--- src/rtl/owslot_pkg.sv ---
package owslot_pkg;
  localparam int FIELD_W = 16;
  localparam int NUM_FIELDS = 6;
  localparam int TIMES_W = FIELD_W * NUM_FIELDS;

  typedef struct packed {
    logic [FIELD_W-1:0] rst_low;
    logic [FIELD_W-1:0] pres_smp;
    logic [FIELD_W-1:0] low0;
    logic [FIELD_W-1:0] low1;
    logic [FIELD_W-1:0] smp;
    logic [FIELD_W-1:0] slot;
  } owslot_times_t;

  typedef enum logic [2:0] {
    ST_IDLE  = 3'd0,
    ST_LOW1  = 3'd1,
    ST_WAIT1 = 3'd2,
    ST_LOW0A = 3'd3,
    ST_LOW0B = 3'd4,
    ST_REC   = 3'd5
  } owslot_state_e;
endpackage

--- src/rtl/owslot_tick.sv ---
module owslot_tick #(
  parameter int PRESCALE = 4
) (
  input  logic clk,
  input  logic rst_n,
  input  logic restart,
  output logic tick
);
  localparam int PW = (PRESCALE > 1) ? $clog2(PRESCALE) : 1;
  localparam logic [PW-1:0] LAST = PW'(PRESCALE - 1);

  generate
    if (PRESCALE <= 1) begin : g_direct
      assign tick = 1'b1;
    end else begin : g_div
      logic [PW-1:0] pre_q, pre_d;

      always_comb begin
        if (restart || pre_q == LAST) pre_d = '0;
        else                          pre_d = pre_q + 1'b1;
      end

      always_ff @(posedge clk or negedge rst_n) begin
        if (!rst_n) pre_q <= '0;
        else        pre_q <= pre_d;
      end

      assign tick = (pre_q == LAST);
    end
  endgenerate
endmodule

--- src/rtl/owslot_sync.sv ---
module owslot_sync #(
  parameter int STAGES = 2
) (
  input  logic clk,
  input  logic rst_n,
  input  logic d_i,
  output logic q_o
);
  logic [STAGES-1:0] chain_q;

  generate
    for (genvar g = 0; g < STAGES; g++) begin : g_stage
      if (g == 0) begin : g_first
        always_ff @(posedge clk or negedge rst_n) begin
          if (!rst_n) chain_q[g] <= 1'b1;
          else        chain_q[g] <= d_i;
        end
      end else begin : g_next
        always_ff @(posedge clk or negedge rst_n) begin
          if (!rst_n) chain_q[g] <= 1'b1;
          else        chain_q[g] <= chain_q[g-1];
        end
      end
    end
  endgenerate

  assign q_o = chain_q[STAGES-1];
endmodule

--- src/rtl/owslot_timer.sv ---
module owslot_timer #(
  parameter int W = 16
) (
  input  logic         clk,
  input  logic         rst_n,
  input  logic         load,
  input  logic [W-1:0] load_val,
  input  logic         tick,
  output logic         last
);
  logic [W-1:0] cnt_q, cnt_d;

  always_comb begin
    cnt_d = cnt_q;
    if (load)                       cnt_d = load_val;
    else if (tick && cnt_q != '0)   cnt_d = cnt_q - 1'b1;
  end

  always_ff @(posedge clk or negedge rst_n) begin
    if (!rst_n) cnt_q <= '0;
    else        cnt_q <= cnt_d;
  end

  // phase ends now: already empty, or the final tick arrives this cycle
  assign last = (cnt_q == '0) || (tick && cnt_q == W'(1));
endmodule

--- src/rtl/owslot_engine.sv ---
module owslot_engine
  import owslot_pkg::*;
#(
  parameter int PRESCALE    = 4,
  parameter int SYNC_STAGES = 2
) (
  input  logic               clk,
  input  logic               rst_n,
  input  logic               start_i,
  input  logic               bit_i,
  input  logic [TIMES_W-1:0] timing_i,
  input  logic               bus_i,
  output logic               bus_oe_o,
  output logic               busy_o,
  output logic               done_o,
  output logic               rbit_o
);
  owslot_times_t      tm;
  owslot_state_e      state_q, state_d;
  logic [FIELD_W-1:0] dur_d;
  logic               load, last, tick, line_s;
  logic               smp_en, smp_q, done_d, done_q, rbit_q;

  assign tm = owslot_times_t'(timing_i);

  function automatic logic [FIELD_W-1:0] sat_sub(input logic [FIELD_W-1:0] a,
                                                  input logic [FIELD_W-1:0] b);
    return (a > b) ? (a - b) : '0;
  endfunction

  owslot_tick #(.PRESCALE(PRESCALE)) u_tick (
    .clk(clk), .rst_n(rst_n), .restart(load), .tick(tick)
  );

  owslot_sync #(.STAGES(SYNC_STAGES)) u_sync (
    .clk(clk), .rst_n(rst_n), .d_i(bus_i), .q_o(line_s)
  );

  owslot_timer #(.W(FIELD_W)) u_timer (
    .clk(clk), .rst_n(rst_n), .load(load), .load_val(dur_d),
    .tick(tick), .last(last)
  );

  always_comb begin
    state_d = state_q;
    dur_d   = '0;
    load    = 1'b0;
    case (state_q)
      ST_IDLE: if (start_i) begin
        load = 1'b1;
        if (bit_i) begin state_d = ST_LOW1;  dur_d = tm.low1; end
        else       begin state_d = ST_LOW0A; dur_d = tm.smp;  end
      end
      ST_LOW1: if (last) begin
        load = 1'b1; state_d = ST_WAIT1; dur_d = sat_sub(tm.smp, tm.low1);
      end
      ST_WAIT1: if (last) begin
        load = 1'b1; state_d = ST_REC; dur_d = sat_sub(tm.slot, tm.smp);
      end
      ST_LOW0A: if (last) begin
        load = 1'b1; state_d = ST_LOW0B; dur_d = sat_sub(tm.low0, tm.smp);
      end
      ST_LOW0B: if (last) begin
        load = 1'b1; state_d = ST_REC; dur_d = sat_sub(tm.slot, tm.low0);
      end
      ST_REC: if (last) begin
        load = 1'b1; state_d = ST_IDLE;
      end
      default: state_d = ST_IDLE;
    endcase
  end

  assign smp_en = last && (state_q == ST_WAIT1 || state_q == ST_LOW0A);
  assign done_d = last && (state_q == ST_REC);

  always_ff @(posedge clk or negedge rst_n) begin
    if (!rst_n) begin
      state_q <= ST_IDLE;
      done_q  <= 1'b0;
    end else begin
      state_q <= state_d;
      done_q  <= done_d;
    end
  end

  always_ff @(posedge clk or negedge rst_n) begin
    if (!rst_n)      smp_q <= 1'b0;
    else if (smp_en) smp_q <= line_s;
  end

  always_ff @(posedge clk or negedge rst_n) begin
    if (!rst_n)      rbit_q <= 1'b0;
    else if (done_d) rbit_q <= smp_q;
  end

  assign bus_oe_o = (state_q == ST_LOW1) || (state_q == ST_LOW0A) ||
                    (state_q == ST_LOW0B);
  assign busy_o   = (state_q != ST_IDLE);
  assign done_o   = done_q;
  assign rbit_o   = rbit_q;
endmodule

--- config.mk ---
export PLATFORM = sky130hd
export DESIGN_NAME = owslot_engine
export DESIGN_NICKNAME = d
export VERILOG_FILES = /design/src/rtl/owslot_pkg.sv /design/src/rtl/owslot_tick.sv /design/src/rtl/owslot_sync.sv /design/src/rtl/owslot_timer.sv /design/src/rtl/owslot_engine.sv
export SDC_FILE = /design/constraint.sdc
export NUM_CORES = 1
export LEC_CHECK = 0
export ABC_AREA = 1
export CAP_MARGIN = 20
export CORE_MARGIN = 4
export CORE_UTILIZATION = 41
export CTS_CLUSTER_DIAMETER = 40
export DETAILED_ROUTE_END_ITERATION = 10
export PLACE_DENSITY = 0.67
export RECOVER_POWER = 25
export SYNTH_ARGS = -nofsm -noshare
export SYNTH_HDL_FRONTEND = slang
export SYNTH_SLANG_ARGS = --single-unit
--- constraint.sdc ---
create_clock -name clk -period 1.52 [get_ports clk]
set_input_delay 0.152 -clock clk [delete_from_list [all_inputs] [get_ports clk]]
set_output_delay 0.152 -clock clk [all_outputs]
set_load 0.02 [all_outputs]
==> summary.md, run 1 <==
| Metric | Value |
|---|---|
| Status | finished, violations left |
| Failing checks | setup timing |
| Syn. warnings | 0 |
| Cells after Synth | between 1000 and 1500 |
| Critical Path Most Common Cell | nand2_2 |
| Leakage power total | 6.00 nW |
| Clock sinks | 26 |
| Worst-path clk slew | 0.07 ns |
| Max-slew violation count | 0 |
| CP endpoint kind | register |
| PD cells | 808 nW/um^2 |
| Hold_buf cts | 0 |
| Ys flop type | dfrtp_1 |
| Vias post-DR | 8860 |
| Core area | roughly 15000 sq um |
| DRT iter0 DRCs | 769 |
| Most frequent cells in the layout | nand2_1, buf_4, inv_1, nand2_2, ha_4 |
| Dpl ws | -1.17 ns |
| 1st-pass router iterations | 8 |
| CTS buffer count | 3 |
| CTS tree | yes |
| Crit-path cells | buf_8, buf_6, ha_4, fa_2, inv_2, nand3_2, nand3_4, nand2_2, nand2_2, nand2_2, nand2_4, nand4_1, nand2_1, o21ai_2, nand3_1, nand2_2, inv_2 |
| Least-Margin Pin Slew | 0.719 ns |
| Worst r2r path cells | 11 |
| Initial antenna violation count | 0 |
| Detail Route Antenna Nets | 0 |
| Final setup viols | 23 |
| Clock Tree Root | clkbuf_16 |
| Wire length per cell | 16.2 um |
| Most common cell after layout, fill and taps aside | nand2_1 |
| Layout Utilization | 78.4% |
| Setup TNS | -7.10 ns |
| Hold Vio Cnt, Final | 0 |
| # Max-Cap Violations | 0 |
| Share of cells above drive strength 1 | 49.3% |
| M1 wire length | around 12 mm |
| Power after layout | 9.35 mW |
| P&R area growth vs syn | 84.3% |
| Max FO, Critical Path | 7 |
| First-pass GRT wire length | 42.3 mm |
| Die Y-Extent | 132 um |
| Tmin final | around 2.0 ns |
| Mean Syn Cell Area | roughly 5.5 sq um |
| Grt total ovfl | 0 |
| DR top layer | met4 |
| Cell area after synthesis | 6280 sq um |
| FF+latch count, synth | 26 |
| Ys async rst share | 100% |
| Number of global-route vias before repair | 8480 |
| Maximum clock frequency | about 510 MHz |
| Seq/Total Area, Yosys | 10.4% |
| Gpl congestion | 0.965 |
| HP Class | in2reg |
| Die ar. | 17400 sq um |
| Slowest cell delay on critical path | 0.36 ns |
| # IOs | 105 |
| Clock buffer depth | 2 |
| Antenna cells | 0 |
| CP startpoint kind | input pin |
| DP HPWL | 19.8 mm |
| Number of flops mapped to enable cells by yosys | 0 |
| Initial Util | 42.6% |
| Met2 wire length | 13.3 mm |
| Unique masters post-synth | 44 |
| Final Skew | 0.00258 ns |
| H-tree depth | 1 |
| Final period utilization | 129% |
| Met3 WL | 1.30 mm |
| Post-synth net total | 1317 |
| Cell Rows | 44 |
| PortBufs | 72 |
| Nets | 1702 |
| RSZ-0062 raised after global routing | yes |
| Critical path class | in2reg |
| Min setup slack post-route | -0.440 ns |
| Die Width | approximately 130 um |
| Clk Latency, worst-skew pair | 0.26 ns |
| Largest net degree at the start of global routing | 34 |
| Vias per inst | 5.17 |
| Hold depth | 5 |
| Max VDD drop | 0.000586 V |
| Drt total wl | approximately 28 mm |
| GR Util All Layers | 29.2% |
| Req. time, crit path | around 1.7 ns |
| Fillers | 1062 |
| DRC | 0 |
| Crit path DAT | 2.17 ns |
| Worst path slowest cell | fa_2 |
| Worst rel slew slack | 52.1% |
## cell type report
class | count | area, sq um | area share (%)
Clock inverter | 1 | 30.0 | 0.259
Multi-Input combinational cell | 882 | 6510 | 56.3
Timing Repair Buffer | 387 | 3150 | 27.3
Clock buffer | 3 | 75.1 | 0.649
Tap cell | 184 | 230 | 1.99
Sequential cell | 26 | 654 | 5.65
Inverter | 230 | 916 | 7.91
## worst paths after layout
check,from,end,slack [ns]
worst max-delay path,timing_i[16],u_timer.cnt_q[5],-0.44
worst min-delay path,timing_i[36],u_timer.cnt_q[4],0.31
min in group asynchronous,rst_n,smp_q,0.47
max in group asynchronous,rst_n,state_q[2],0.55
worst max register to register,u_timer.cnt_q[12],u_timer.cnt_q[3],-0.41
worst min register to register,u_sync.chain_q[0],u_sync.q_o,0.36
## synthesized netlist by cell type (all sizes together) (4+ instances only)
| library cell | n | area (sq um) |
|---|---|---|
| dfrtp | 24 | 601 |
| o21ai | 75 | 390 |
| nor2 | 96 | 398 |
| ha | 67 | 838 |
| nand4 | 14 | 87.6 |
| inv | 228 | 856 |
| nand3 | 82 | 420 |
| fa | 4 | 80.1 |
| nor3 | 11 | 70.1 |
| xnor2 | 6 | 52.6 |
| nand3b | 13 | 97.6 |
| buf | 4 | 38.8 |
| and2 | 4 | 27.5 |
| xor2 | 22 | 193 |
| o22ai | 4 | 25.0 |
| a21oi | 55 | 294 |
| clkbuf | 4 | 25.0 |
| nand2 | 415 | 1620 |
## power breakdown
group	total, mW	switching, mW	internal (mW)	leakage [nW]
clock	0.784	0.259	0.525	0.0511
combinational	7.34	3.89	3.45	5.64
sequential	1.23	0.239	0.990	0.311
## stage by stage
stage,area (sq um),cells,hold WS [ns]
6_report,11600,1713,0.310
4_1_cts,10900,1683,0.281
5_1_grt,11600,1713,0.330
3_3_place_gp,9320,1645,0.352
3_5_place_dp,9320,1645,0.348
2_1_floorplan,6480,1145,-0.144
## worst max-delay path, delay by kind of cell
family / cells / cell delay, ns
buffers and inverters: 4 / 0.34
adders and majority gates: 2 / 0.52
AOI/OAI and AO/OA: 1 / 0.07
and+or+nand+nor: 10 / 1.09
## layer usage
| layer | vias up | track usage [%] |
|---|---|---|
| met2 | 308 | 51.5 |
| met4 | 0 | 7.93 |
| met3 | 72 | 2.21 |
| met1 | 4127 | 38.5 |
| met5 | - | 0 |
| li1 | 4353 | - |
## registers in the layout, summed over array words and instances (netlist names)
register	flops
done_o	1
rbit_o	1
smp_q	1
state_q	3
u_sync.chain_q	1
u_sync.q_o	1
u_tick.g_div.pre_q	2
u_timer.cnt_q	16
## cell families after synthesis
kind of cell | count (synthesis) | synth area share (%)
AO/OA/AOI/OAI | 144 | 12.7
XOR/XNOR | 28 | 3.91
adder cells (fa/ha/maj) | 71 | 14.6
buffers and inverters | 238 | 14.8
flip-flops | 26 | 10.4
AND/OR/NAND/NOR | 638 | 43.6
## timing repair
item | 4_1_cts | 5_1_grt
pin swaps | 123 | 122
gates cloned | 1 | 0
resized for setup | 440 | 183
endpoints found under the setup margin | 25 | 26
setup buffers | 35 | 30
No activity file was read; power rests on OpenSTA's default activity.
==> run 2, diff against run 1 <==
--- a/config.mk
+++ b/config.mk
@@ -11,6 +11,7 @@
 export CORE_UTILIZATION = 41
 export CTS_CLUSTER_DIAMETER = 40
 export DETAILED_ROUTE_END_ITERATION = 10
+export GPL_TIMING_DRIVEN = 0
 export PLACE_DENSITY = 0.67
 export RECOVER_POWER = 25
 export SYNTH_ARGS = -nofsm -noshare
==> summary.md, run 2 (synthesis gave the netlist of run 1 again) <==
| Metric | Value |
|---|---|
| Status | finished, violations left |
| Failing checks | setup timing |
| Int Power | 3.82 mW |
| R2R Setup Slk | -0.38 ns |
| Leakage power total | 4.69 nW |
| Final setup viols | 26 |
| Dpl ws | -1.30 ns |
| Detail Route Antenna Nets | 0 |
| First-pass GRT wire length | ~37 mm |
| Clock Tree Root | clkbuf_16 |
| Min-Delay Endpoint | u_timer.cnt_q[4] |
| Nets | 1457 |
| Worst-path clk slew | 0.07 ns |
| HP Class | in2reg |
| Vias post-DR | 7693 |
| Most common cell after layout, fill and taps aside | nand2_1 |
| Clock sinks | 26 |
| Reg power frac | between 10% and 20% |
| PD cells | 828 nW/um^2 |
| # IOs | 105 |
| GR Util All Layers | about a quarter |
| Capturing point of the worst reg2reg path | u_timer.cnt_q[14] |
| Max reg flops | 16 |
| Cell Rows | 44 |
| PortBufs | slightly above 70 |
| Initial antenna violation count | 0 |
| Largest net degree at the start of global routing | 16 |
| Core area | 14800 sq um |
| Final period utilization | 127% |
| # Max-Cap Violations | 0 |
| Worst rel slew slack | 57.6% |
| Vias per inst | 5.24 |
| Die Y-Extent | around 130 um |
| Crit path DAT | 2.09 ns |
| Crit-path cells | clkdlybuf4s15_2, inv_4, ha_4, a21oi_1, o21ai_1, a21oi_2, nand2_4, nand3b_1, o21ai_1, o21ai_1, nand3_1, nand2_1, inv_1 |
| H-tree depth | 1 |
| Net Sw Frac | 50.5% |
| CP startpoint kind | input pin |
| Combinational Power Share | about three quarters |
| CP endpoint kind | register |
| Share of cells above drive strength 1 | 32.4% |
| Number of global-route vias before repair | 7156 |
| Setup TNS | -7.05 ns |
| Hold depth | 5 |
| DP HPWL | around 18 mm |
| Clk Latency, worst-skew pair | roughly 0.27 ns |
| Fillers | 1363 |
| P&R area growth vs syn | 48.2% |
| Biggest register | u_timer.cnt_q |
| Antenna cells | 0 |
| Drt total wl | 23.6 mm |
| Die ar. | 17400 sq um |
| Req. time, crit path | 1.68 ns |
| RSZ-0062 raised after global routing | yes |
| DRT iter0 DRCs | 630 |
| CTS tree | yes |
| Hold Vio Cnt, Final | 0 |
| Initial Util | 42.6% |
| Worst r2r path cells | 11 |
| CP top delay family | compound AO/OA/AOI/OAI gates |
| Max VDD drop | 0.000600 V |
| Final Skew | 0.00300 ns |
| DRC | 0 |
| Tmin final | 1.92 ns |
| Slowest cell delay on critical path | 0.25 ns |
| Worst path slowest cell | o21ai_1 |
| Clock buffer depth | 2 |
| Gpl congestion | 0.933 |
| Most frequent cells in the layout | nand2_1, inv_1, nand3_1, nor2_1, ha_4 |
| Worst r2r src | u_timer.cnt_q[9] |
| Wire length per cell | 16.0 um |
| Buf+Inv Stages, Crit Path | 3 |
| 1st-pass router iterations | 5 |
| Net switching power | 3.89 mW |
| Critical Path Most Common Cell | o21ai_1 |
| Grt total ovfl | 0 |
| Min setup slack post-route | -0.404 ns |
| Critical path class | in2reg |
| Max-slew violation count | 0 |
| Largest registers | u_timer.cnt_q (16), state_q (3), u_tick.g_div.pre_q (2) |
| Hold Path Origin | timing_i[36] |
| Die Width | 132 um |
| Maximum clock frequency | 520 MHz |
| Clock power share | 10.2% |
| Max FO, Critical Path | 7 |
| Least-Margin Pin Slew | 0.633 ns |
| CTS buffer count | 3 |
| WP depth | 13 |
run 2: changes by cell type in the layout (fill, tap and decap cells not counted), moves of 14 or more:
cell / delta
inv_2: -18
buf_6: -19
nand2_1: +48
buf_4: -227
nand2_2: -40
clkdlybuf4s15_2: +14
run 2: power by group through the flow:
stage	Clock, mW	Combinational [mW]	Sequential [mW]
final	0.783	5.66	1.26
after global routing	0.818	6.20	1.29
after detailed placement	0	4.22	1.22
after CTS	0.798	5.22	1.25
after global placement	0	4.17	1.22
after floorplan	0	3.09	1.18
run 2: area by class of cell:
| class | count | area, sq um | area share, % |
|---|---|---|---|
| multi-input combinational | 883 | 6150 | 66.1 |
| timing repair buffer | 132 | 1160 | 12.5 |
| inverter | 230 | 932 | 10.0 |
| sequential | 26 | 656 | 7.04 |
| tap | 184 | 230 | 2.47 |
| clock buffer | 3 | 75.1 | 0.807 |
| buffer | 8 | 67.6 | 0.726 |
| clock inverter | 1 | 30.0 | 0.323 |
| timing repair inverter | 1 | 5.00 | 0.0538 |
run 2: routing by layer:
| layer | global-route usage, % | vias to the layer above | part of all wire (%) |
|---|---|---|---|
| met2 | 40.9 | 289 | 44 |
| met5 | 0 | - | 0 |
| met4 | 6.59 | 0 | 2.8 |
| met1 | 36.9 | 3483 | 47 |
| li1 | - | 3880 | - |
| met3 | 3.89 | 41 | 6.4 |
run 2: metrics by stage:
| step | utilization [%] | cell area, sq um | std cells | power, mW | hold slack (ns) |
|---|---|---|---|---|---|
| finish | 63.1 | 9310 | 1468 | 7.70 | 0.283 |
| global route | 63.1 | 9310 | 1468 | 8.31 | 0.301 |
| CTS | 61.7 | 9100 | 1456 | 7.27 | 0.295 |
| detailed placement | 50.5 | 7460 | 1402 | 5.44 | 0.352 |
| global placement | 50.4 | 7430 | 1401 | 5.39 | 0.349 |
| floorplan | - | 6480 | 1145 | 4.27 | -0.144 |
run 2: worst max path at each step:
stage	endpoint	start	slack (ns)
floorplan	u_timer.cnt_q[9]	timing_i[0]	-0.19
global placement	u_timer.cnt_q[10]	timing_i[0]	-1.28
detailed placement	u_timer.cnt_q[10]	timing_i[0]	-1.30
CTS	u_timer.cnt_q[11]	u_timer.cnt_q[10]	-0.37
global route	u_timer.cnt_q[0]	timing_i[23]	-0.49
finish	u_timer.cnt_q[3]	timing_i[29]	-0.40
run 2: tightest hold or removal path: stages:
cell and delay (ns):
clkbuf_2 0.11, nand2_1 0.05, o21ai_0 0.07, nand2_1 0.06, nand3_1 0.07
run 2: timing repair:
action                                  CTS  global route
setup buffers                            44            12
gates resized for setup                 436            70
pin swaps                                91            35
gates cloned                              6             0
hold buffers                              0             0
endpoints found under the setup margin   26            26
==> run 3, diff against run 2 <==
--- a/config.mk
+++ b/config.mk
@@ -6,7 +6,7 @@
 export NUM_CORES = 1
 export LEC_CHECK = 0
 export ABC_AREA = 1
-export CAP_MARGIN = 20
+export CAP_MARGIN = 10
 export CORE_MARGIN = 4
 export CORE_UTILIZATION = 41
 export CTS_CLUSTER_DIAMETER = 40
@@ -14,6 +14,7 @@
 export GPL_TIMING_DRIVEN = 0
 export PLACE_DENSITY = 0.67
 export RECOVER_POWER = 25
+export SKIP_LAST_GASP = 1
 export SYNTH_ARGS = -nofsm -noshare
 export SYNTH_HDL_FRONTEND = slang
 export SYNTH_SLANG_ARGS = --single-unit
==> summary.md, run 3 (synthesis gave the netlist of run 1 again) <==
| Metric | Value |
|---|---|
| Layout Utilization | 64.3% |
| Die Width | 132 um |
| Crit-path cells | nor2_2, nand3_2, nor3_4, nand3_4, o21ai_4, nand2_4, buf_6, o21ai_2, nand3_1, nand2_1, inv_1 |
| Nets | 1468 |
| Grt total ovfl | 0 |
| Number of global-route vias before repair | about 7300 |
| P&R area growth vs syn | 51.1% |
| Most frequent cells in the layout | nand2_1, inv_1, buf_4, nand3_1, ha_4 |
| Min setup slack post-route | -0.380 ns |
| Antenna cells | 0 |
| Clk Latency, worst-skew pair | 0.27 ns |
| Die Y-Extent | 132 um |
| Initial Util | 42.6% |
| CP endpoint kind | register |
| Crit path DAT | between 2 and 2.5 ns |
| Dpl ws | -1.29 ns |
| Max VDD drop | roughly 0.0006 V |
| CP Launch Point | u_timer.cnt_q[9] |
| Met2 wire length | 10.9 mm |
| Maximum clock frequency | 526 MHz |
| Initial antenna violation count | 0 |
| Core area | 14800 sq um |
| Status | finished, violations left |
| Vias post-DR | 7823 |
| DP HPWL | 17.9 mm |
| Final period utilization | 125% |
| Clock Tree Root | clkbuf_16 |
| Biggest register | u_timer.cnt_q |
| CTS tree | yes |
| Min-Delay Endpoint | u_timer.cnt_q[4] |
| Max reg flops | 16 |
| Clock buffer depth | 2 |
| Least-Margin Pin Slew | a little under 0.7 ns |
| DRT iter0 DRCs | 624 |
| Final Skew | 0.00612 ns |
| PortBufs | 72 |
| # Max-Cap Violations | 0 |
| Wire length per cell | 16.2 um |
| Leakage power total | 4.80 nW |
| Gpl congestion | 0.933 |
| Final setup viols | 24 |
| # IOs | 105 |
| H-tree depth | 1 |
| Cell Rows | 44 |
| Worst r2r path cells | 11 |
| RSZ-0062 raised after global routing | yes |
| Detail Route Antenna Nets | 0 |
| Die ar. | 17400 sq um |
| HP Class | in2reg |
| Hold depth | 5 |
| PD cells | 838 nW/um^2 |
| WHS | ~0.27 ns |
| Largest registers | u_timer.cnt_q (16), state_q (3), u_tick.g_div.pre_q (2) |
| Worst rel slew slack | a little over half |
| DR top layer | met4 |
| Worst r2r src | u_timer.cnt_q[9] |
| 1st-pass router iterations | 5 |
| Setup TNS | -7.28 ns |
| Hold Vio Cnt, Final | 0 |
| Drt total wl | approximately 24 mm |
| Failing checks | setup timing |
| Capturing point of the worst reg2reg path | u_timer.cnt_q[8] |
| R2R Setup Slk | -0.38 ns |
| Critical path class | reg2reg |
| Max-slew violation count | 0 |
| Clock sinks | 26 |
| GR Util All Layers | 26.3% |
| Hold Path Origin | timing_i[36] |
| Vias per inst | 5.29 |
| CP startpoint kind | register |
| CTS buffer count | 3 |
| First-pass GRT wire length | 37.5 mm |
| DRC | 0 |
| Share of cells above drive strength 1 | about a third |
| Met3 WL | 1.51 mm |
| Req. time, crit path | between 1.5 and 2 ns |
| M1 wire length | 11.0 mm |
| Worst path slowest cell | dfrtp_1 |
| Tmin final | 1.90 ns |
| Max FO, Critical Path | 6 |
| Slowest cell delay on critical path | 0.39 ns |
| Worst-path clk slew | 0.07 ns |
| Most common cell after layout, fill and taps aside | nand2_1 |
| Largest net degree at the start of global routing | 27 |
run 3: cell count changes in the layout (fill, tap and decap cells not counted), sizes merged:
cell / previous run / this run
buf: 84 / 102
clkbuf: 14 / 13
clkdlybuf4s15: 27 / 23
dlygate4sd2: 12 / 10
run 3: timing repair:
action                     4_1_cts  5_1_grt
gates cloned                     6        0
hold endpoints to repair         0       24
gates resized for setup        431      121
buffers inserted                43       24
setup endpoints to repair       26       26
hold buffers                     0        1
pin swaps                       88       60
run 3: how the worst max path moves through the flow:
stage               slack (ns)  cells after the start                 to
finish                   -0.38                     11   u_timer.cnt_q[8]
detailed placement       -1.29                     20  u_timer.cnt_q[10]
CTS                      -0.32                     18   u_timer.cnt_q[9]
floorplan                -0.19                     18   u_timer.cnt_q[9]
global placement         -1.28                     20  u_timer.cnt_q[10]
global route             -0.47                     11   u_timer.cnt_q[8]
run 3: metrics by stage:
stage / area, sq um / total power, mW / std cells
CTS: 9030 / 7.17 / 1454
global route: 9490 / 8.58 / 1479
finish: 9490 / 7.95 / 1479
detailed placement: 7430 / 5.43 / 1401
global placement: 7430 / 5.39 / 1401
floorplan: 6480 / 4.27 / 1145
run 3: worst max-delay path: cells and delay by family (launching register included):
family | cells | cell delay, ns
and+or+nand+nor | 7 | 0.94
DFF | 1 | 0.39
AOI/OAI and AO/OA | 2 | 0.25
buffers and inverters | 2 | 0.20
run 3: metal layers:
layer  global-route usage (%)  vias up
met5                        0        -
li1                         -     3904
met4                     5.37        0
met2                     43.2      299
met1                     37.0     3572
met3                     3.28       48
run 3: power by group:
| group | switching [mW] | internal, mW | leakage (nW) |
|---|---|---|---|
| sequential | 0.290 | 0.991 | 0.310 |
| clock | 0.265 | 0.525 | 0.0511 |
| combinational | 3.48 | 2.40 | 4.43 |
run 3: area by class of cell:
type / count / area, sq um
buffer: 8 / 67.6
sequential: 26 / 656
tap: 184 / 230
clock inverter: 1 / 30.0
timing repair inverter: 1 / 5.00
clock buffer: 3 / 75.1
timing repair buffer: 143 / 1190
inverter: 230 / 935
fill: 1350 / 5260
multi-input combinational: 883 / 6310
